### src/rtl/pmpreg_pkg.sv
package pmpreg_pkg;

   typedef enum logic [1:0] {
      AM_OFF   = 2'd0,
      AM_TOR   = 2'd1,
      AM_NA4   = 2'd2,
      AM_NAPOT = 2'd3
   } amode_e;

   typedef struct packed {
      logic       lock;
      logic [1:0] rsvd;
      amode_e     mode;
      logic       x;
      logic       w;
      logic       r;
   } cfg_byte_t;

   localparam int SEC_MML_BIT  = 0;
   localparam int SEC_MMWP_BIT = 1;
   localparam int SEC_RLB_BIT  = 2;

   // Locked byte that grants machine-mode execute or forms a shared code region
   function automatic logic lockdown_forbidden(input cfg_byte_t b);
      return b.lock & ((b.w & ~b.r) | (b.x & ~(b.r & b.w)));
   endfunction

endpackage

### src/rtl/pmpreg_cfg_lane.sv
module pmpreg_cfg_lane
   import pmpreg_pkg::*;
(
   input  logic      clk,
   input  logic      rst_n,
   input  logic      wr_en,
   input  cfg_byte_t wr_byte,
   input  logic      bypass,
   input  logic      lockdown,
   output cfg_byte_t cur
);

   logic accept;

   always_comb begin
      accept = wr_en & (~cur.lock | bypass)
               & ~(lockdown & ~bypass & lockdown_forbidden(wr_byte));
   end

   always_ff @(posedge clk or negedge rst_n) begin
      if (!rst_n) begin
         cur <= '0;
      end else if (accept) begin
         cur <= wr_byte;
      end
   end

endmodule

### src/rtl/pmpreg_addr_slot.sv
module pmpreg_addr_slot #(
   parameter int ADDR_W = 32
) (
   input  logic              clk,
   input  logic              rst_n,
   input  logic              wr_en,
   input  logic [ADDR_W-1:0] wr_data,
   input  logic              blocked,
   output logic [ADDR_W-1:0] value
);

   always_ff @(posedge clk or negedge rst_n) begin
      if (!rst_n) begin
         value <= '0;
      end else if (wr_en && !blocked) begin
         value <= wr_data;
      end
   end

endmodule

### src/rtl/pmpreg_sec.sv
module pmpreg_sec
   import pmpreg_pkg::*;
(
   input  logic       clk,
   input  logic       rst_n,
   input  logic       wr_en,
   input  logic [2:0] wr_bits,
   input  logic       any_locked,
   output logic       mml,
   output logic       mmwp,
   output logic       rlb
);

   always_ff @(posedge clk or negedge rst_n) begin
      if (!rst_n) begin
         mml  <= 1'b0;
         mmwp <= 1'b0;
         rlb  <= 1'b0;
      end else if (wr_en) begin
         mml  <= mml  | wr_bits[SEC_MML_BIT];
         mmwp <= mmwp | wr_bits[SEC_MMWP_BIT];
         rlb  <= wr_bits[SEC_RLB_BIT] & (rlb | ~any_locked);
      end
   end

endmodule

### src/rtl/pmpreg_file.sv
module pmpreg_file
   import pmpreg_pkg::*;
#(
   parameter int          NUM_ENTRIES = 16,
   parameter int          XLEN        = 32,
   parameter int          ADDR_W      = 32,
   parameter int          CSR_AW      = 12,
   parameter int unsigned CFG_BASE    = 'h3A0,
   parameter int unsigned ADDR_BASE   = 'h3B0,
   parameter int unsigned SEC_ADDR    = 'h747
) (
   input  logic                          clk,
   input  logic                          rst_n,
   input  logic [CSR_AW-1:0]             csr_addr,
   input  logic                          csr_we,
   input  logic [XLEN-1:0]               csr_wdata,
   output logic [XLEN-1:0]               csr_rdata,
   output logic [8*NUM_ENTRIES-1:0]      pmp_cfg_o,
   output logic [ADDR_W*NUM_ENTRIES-1:0] pmp_addr_o,
   output logic                          sec_mml_o,
   output logic                          sec_mmwp_o,
   output logic                          sec_rlb_o
);

   localparam int CFG_PER_CSR = XLEN / 8;
   localparam int CFG_CSRS    = NUM_ENTRIES / CFG_PER_CSR;

   if (XLEN % 32 != 0) begin : g_bad_xlen
      $error("pmpreg_file: XLEN must be a multiple of 32");
   end
   if (NUM_ENTRIES < 1 || NUM_ENTRIES > 64 || (NUM_ENTRIES % CFG_PER_CSR) != 0) begin : g_bad_n
      $error("pmpreg_file: NUM_ENTRIES must be 1..64 and fill whole configuration CSRs");
   end
   if (ADDR_W > XLEN || ADDR_W < 1) begin : g_bad_aw
      $error("pmpreg_file: ADDR_W must be 1..XLEN");
   end
   if (CFG_CSRS < 1) begin : g_bad_csrs
      $error("pmpreg_file: no configuration CSR");
   end

   cfg_byte_t         cfg_q   [NUM_ENTRIES];
   logic [ADDR_W-1:0] addr_q  [NUM_ENTRIES];
   logic [NUM_ENTRIES-1:0] lock_vec;
   logic              mml, mmwp, rlb;
   logic              sec_hit;

   assign sec_hit = (csr_addr == CSR_AW'(SEC_ADDR));

   for (genvar i = 0; i < NUM_ENTRIES; i++) begin : g_entry
      localparam int CSR_IDX = i / CFG_PER_CSR;
      localparam int LANE    = i % CFG_PER_CSR;

      logic      cfg_hit, addr_hit, addr_blk;
      cfg_byte_t wr_byte;

      assign cfg_hit  = (csr_addr == CSR_AW'(CFG_BASE + CSR_IDX));
      assign addr_hit = (csr_addr == CSR_AW'(ADDR_BASE + i));

      always_comb begin
         wr_byte      = csr_wdata[8*LANE +: 8];
         wr_byte.rsvd = 2'b00;
      end

      pmpreg_cfg_lane u_cfg (
         .clk      (clk),
         .rst_n    (rst_n),
         .wr_en    (csr_we & cfg_hit),
         .wr_byte  (wr_byte),
         .bypass   (rlb),
         .lockdown (mml),
         .cur      (cfg_q[i])
      );

      if (i < NUM_ENTRIES - 1) begin : g_tor_guard
         assign addr_blk = ~rlb & (cfg_q[i].lock |
                           (cfg_q[i+1].lock & (cfg_q[i+1].mode == AM_TOR)));
      end else begin : g_last
         assign addr_blk = ~rlb & cfg_q[i].lock;
      end

      pmpreg_addr_slot #(.ADDR_W(ADDR_W)) u_addr (
         .clk     (clk),
         .rst_n   (rst_n),
         .wr_en   (csr_we & addr_hit),
         .wr_data (csr_wdata[ADDR_W-1:0]),
         .blocked (addr_blk),
         .value   (addr_q[i])
      );

      assign lock_vec[i]                      = cfg_q[i].lock;
      assign pmp_cfg_o[8*i +: 8]              = cfg_q[i];
      assign pmp_addr_o[ADDR_W*i +: ADDR_W]   = addr_q[i];
   end

   pmpreg_sec u_sec (
      .clk        (clk),
      .rst_n      (rst_n),
      .wr_en      (csr_we & sec_hit),
      .wr_bits    (csr_wdata[2:0]),
      .any_locked (|lock_vec),
      .mml        (mml),
      .mmwp       (mmwp),
      .rlb        (rlb)
   );

   always_comb begin
      csr_rdata = '0;
      for (int i = 0; i < NUM_ENTRIES; i++) begin
         if (csr_addr == CSR_AW'(CFG_BASE + i / CFG_PER_CSR)) begin
            csr_rdata[8*(i % CFG_PER_CSR) +: 8] = cfg_q[i];
         end
         if (csr_addr == CSR_AW'(ADDR_BASE + i)) begin
            csr_rdata = XLEN'(addr_q[i]);
         end
      end
      if (sec_hit) begin
         csr_rdata = XLEN'({rlb, mmwp, mml});
      end
   end

   assign sec_mml_o  = mml;
   assign sec_mmwp_o = mmwp;
   assign sec_rlb_o  = rlb;

endmodule

### config.mk
export PLATFORM = sky130hd
export DESIGN_NAME = pmpreg_file
export DESIGN_NICKNAME = d
export VERILOG_FILES = /design/src/rtl/pmpreg_pkg.sv /design/src/rtl/pmpreg_cfg_lane.sv /design/src/rtl/pmpreg_addr_slot.sv /design/src/rtl/pmpreg_sec.sv /design/src/rtl/pmpreg_file.sv
export SDC_FILE = /design/constraint.sdc
export NUM_CORES = 1
export LEC_CHECK = 0
export BUFFER_PORTS_ARGS = -buffer_cell sky130_fd_sc_hd__buf_2
export CELL_PAD_IN_SITES_DETAIL_PLACEMENT = 0
export CELL_PAD_IN_SITES_GLOBAL_PLACEMENT = 1
export CORE_ASPECT_RATIO = 2
export CORE_MARGIN = 5
export CORE_UTILIZATION = 32
export DETAILED_ROUTE_END_ITERATION = 8
export HOLD_SLACK_MARGIN = 0.12
export PLACE_DENSITY = 0.74
export SYNTH_ARGS = -nofsm -noshare
export SYNTH_HDL_FRONTEND = slang
export SYNTH_SLANG_ARGS = --single-unit
export TNS_END_PERCENT = 30
### constraint.sdc
create_clock -name clk -period 3.1 [get_ports clk]
set_input_delay 0.62 -clock clk [delete_from_list [all_inputs] [get_ports clk]]
set_output_delay 0.62 -clock clk [all_outputs]
set_load 0.05 [all_outputs]
==> impl_metrics.yaml <==
cells_and_area:
  nNetsFinal: 3593
  layout_common_cells: "buf_2 (647), dfrtp_1 (610), mux2_2 (536)"
  layout-drive-gt1-share_pct: 59.5
  final_common_cell: "buf_2"
  multi_input_comb_area_sq_um: 14200
  syn_to_final_growth_pct: 45.7
  regArea_sq_um: 15300
  n_fill_cell: 8614
timing:
  postLayoutSetupSlackWorst_ns: -0.496
  setup_viol: 32
  period_share_pct: 116
  finalHoldViolations: 0
  clock_skew_ns: 0.0489
  fmax_mhz: 278
  fin_tns_setup_ns: -12.84
  tightest_slew_ns: 0.841
  max_slew_margin_pct: 43.6
  period_needed_ns: 3.60
  drv_slew: 0
  rsz0062_at_grt: "yes"
  hold_slack_ns: 0.213
drt:
  wirelength_um: 180000
  vias: 28571
  drtAntennaViolNets: 0
  wl_per_cell_um: 37.5
  vias_per_cell: 5.97
  drt_pass1_iterations: 9
  drc_errors: 0
  drtIter0Drc: 2977
die:
  die_area_sq_um: 98400
  start_util_pct: 32.2
  rows: 157
  coreArea_sq_um: 91300
  die_x_um: 224
  ioPinCount: 722
  die_h_um: 439
synthesis:
  synth-simple-area-share_pct: 7.35
  synth_seq_cells: 611
  syn_area_sq_um: 29400
  synth_area_leaders: "dfrtp_1 (52%), mux2_2 (21%), o21ai_0 (2.0%)"
  syn_inst: 2432
  synthMuxAreaShare_pct: 22.5
  yosysWarnings: 0
  synthAdderAreaFrac_pct: 0
  yosys.area.top_type_share_pct: 52.0
  avgSynthCellArea_sq_um: 12.1
  yosysTopAreaCell: "dfrtp_1"
  yosysUniqueCellTypes: 79
  synth_compound_area_share_pct: 13.9
  synth_ff_type: "dfrtp_1"
  ys_seq_area_share_pct: 52.0
  synth_edf_count: 0
  async_flop_share_pct: 100
  synth_xor_area_share_pct: 0
  synth_top_family_by_area: "multiplexers"
clocking:
  worstSkewPairLatency_ns: 0.69
  cts_root_buf: "clkbuf_16"
  h-tree-depth: 2
  clockBufferDepth: 3
  clk_pin_slew_ns: 0.07
  cts_inserted_buffers: 58
  cts_tree: "done"
  cts_sinks: 611
pwr:
  peakVddDrop_uv: 411
  cellPowerDensity_nw_per_um2: 400
  fin_total_pwr_mw: 17.2
  power_leakage_nw: 22.5
min_path:
  hold_path_depth: 2
  hp-class: "in2reg"
place:
  portBuffers: 689
  routabilityCongestion: 1.01
  hpwl_um: 139000
run:
  cap_violations: 0
global_route:
  antenna_found_initial: 4
  grt_pass1_vias: 29138
  grt_usage_pct: 35.2
  grt_pass1_wl_um: 244000
  grt_overflow_total: 0
  grt_max_degree: 77
critical_path:
  cp-start-kind: "primary input"
  worst-path-max-fanout: 8
  cp.arrival_ns: 2.98
  cp.required_ns: 2.48
  crit_type: "in2out"
  reg2reg_depth: 6
  end_kind: "output port"
status:
  status: "complete, but fails checks"
  violations: "setup timing"
==> final cells by class <==
class	instances	share of cell area, %
Antenna cell	2	0.0117
Multi-Input combinational cell	1587	33.2
Tap cell	1192	3.48
Clock inverter	34	1.03
Clock buffer	74	3.79
Inverter	21	0.187
Timing Repair Buffer	1267	22.6
Sequential cell	611	35.7
==> metrics by stage <==
step	area (sq um)	instances	worst slack, ns	utilization (%)
after global routing	42900	4787	-0.510	46.9
after detailed placement	38900	4603	-1.09	42.5
after CTS	42600	4777	-0.453	46.6
after global placement	38900	4603	-1.11	42.5
after floorplan	30000	2463	-0.246	-
final	42900	4788	-0.496	46.9
==> synth_stat cells (6+ instances only) <==
cell / instances
nor3_1: 25
buf_2: 59
nor4_4: 9
nor2b_1: 14
nand4_1: 19
nor2_1: 79
a211o_1: 7
o2bb2ai_1: 9
mux2_4: 26
a22oi_1: 43
nand2b_1: 14
o21ai_0: 116
a221o_1: 16
a222oi_1: 21
o2111ai_1: 8
clkbuf_1: 135
a211oi_1: 28
o211ai_1: 28
mux2_2: 536
mux2i_1: 15
nand2_1: 135
o221ai_1: 31
a22o_1: 22
a2111oi_0: 6
a221oi_1: 26
nor3_2: 8
nor4_1: 17
o22ai_1: 46
a21oi_1: 71
o221a_2: 8
inv_1: 20
buf_4: 37
dfrtp_1: 611
a21o_1: 10
a31oi_1: 28
nand3_1: 39
and3_1: 9
buf_1: 9
==> metal layers <==
| layer | part of all wire [%] | vias up | GRT usage, % |
|---|---|---|---|
| met4 | 9.1 | 0 | 24.2 |
| met3 | 8.7 | 560 | 7.39 |
| met1 | 36 | 14710 | 42.3 |
| met2 | 46 | 1938 | 56.2 |
| li1 | - | 11363 | - |
| met5 | 0 | - | 0 |
==> registers in the layout (all words and copies together), names as in the netlist <==
register              cells
g_entry.u_addr.value    512
u_sec.mml                 1
u_sec.rlb                 1
g_entry.u_cfg.cur        96
u_sec.mmwp                1
==> kinds of logic (layout without fill, tap and decap cells) <==
group	Yosys count	count (layout)
mux	579	579
compound gates	571	571
buf+inv	266	1396
flops	611	611
simple gates	404	405
other cells	1	34
==> critical path, cell delays in order <==
cell and delay, ns:
buf_8 0.11, nand4bb_4 0.23, buf_12 0.17, buf_12 0.15, nor2_4 0.13, buf_12 0.16
o211ai_1 0.10, a22o_1 0.25, a211oi_4 0.36, buf_6 0.16, o21ai_4 0.06, a21oi_4 0.24
buf_6 0.19
==> worst paths after layout <==
| check | from | endpoint | slack, ns |
|---|---|---|---|
| max | csr_addr[11] | csr_rdata[19] | -0.50 |
| min in group asynchronous | rst_n | g_entry[8].u_addr.value[29]$_DFFE_PN0P_ | 0.60 |
| max in group asynchronous | rst_n | g_entry[12].u_addr.value[21]$_DFFE_PN0P_ | 1.49 |
| min reg2reg | g_entry[9].u_addr.value[10]$_DFFE_PN0P_ | g_entry[9].u_addr.value[10]$_DFFE_PN0P_ | 0.51 |
| min | csr_wdata[26] | g_entry[15].u_addr.value[26]$_DFFE_PN0P_ | 0.21 |
| max reg2reg | u_sec.mml$_DFFE_PN0P_ | g_entry[13].u_cfg.cur[3]$_DFFE_PN0P_ | 0.88 |
==> what timing repair did <==
| action | CTS | global route |
|---|---|---|
| resized for setup | 260 | 39 |
| endpoints found under the hold margin | 57 | 0 |
| gates cloned | 2 | 0 |
| hold buffers | 1 | 0 |
| endpoints found under the setup margin | 32 | 32 |
| pin swaps | 85 | 32 |
| buffers inserted | 67 | 11 |
==> where the power goes <==
group	internal (mW)	switching (mW)
logic	0.325	0.888
registers	8.00	0.0414
clock network	4.41	3.50
total	12.7	4.43
Note: power is estimated with default switching activity, not from simulation.
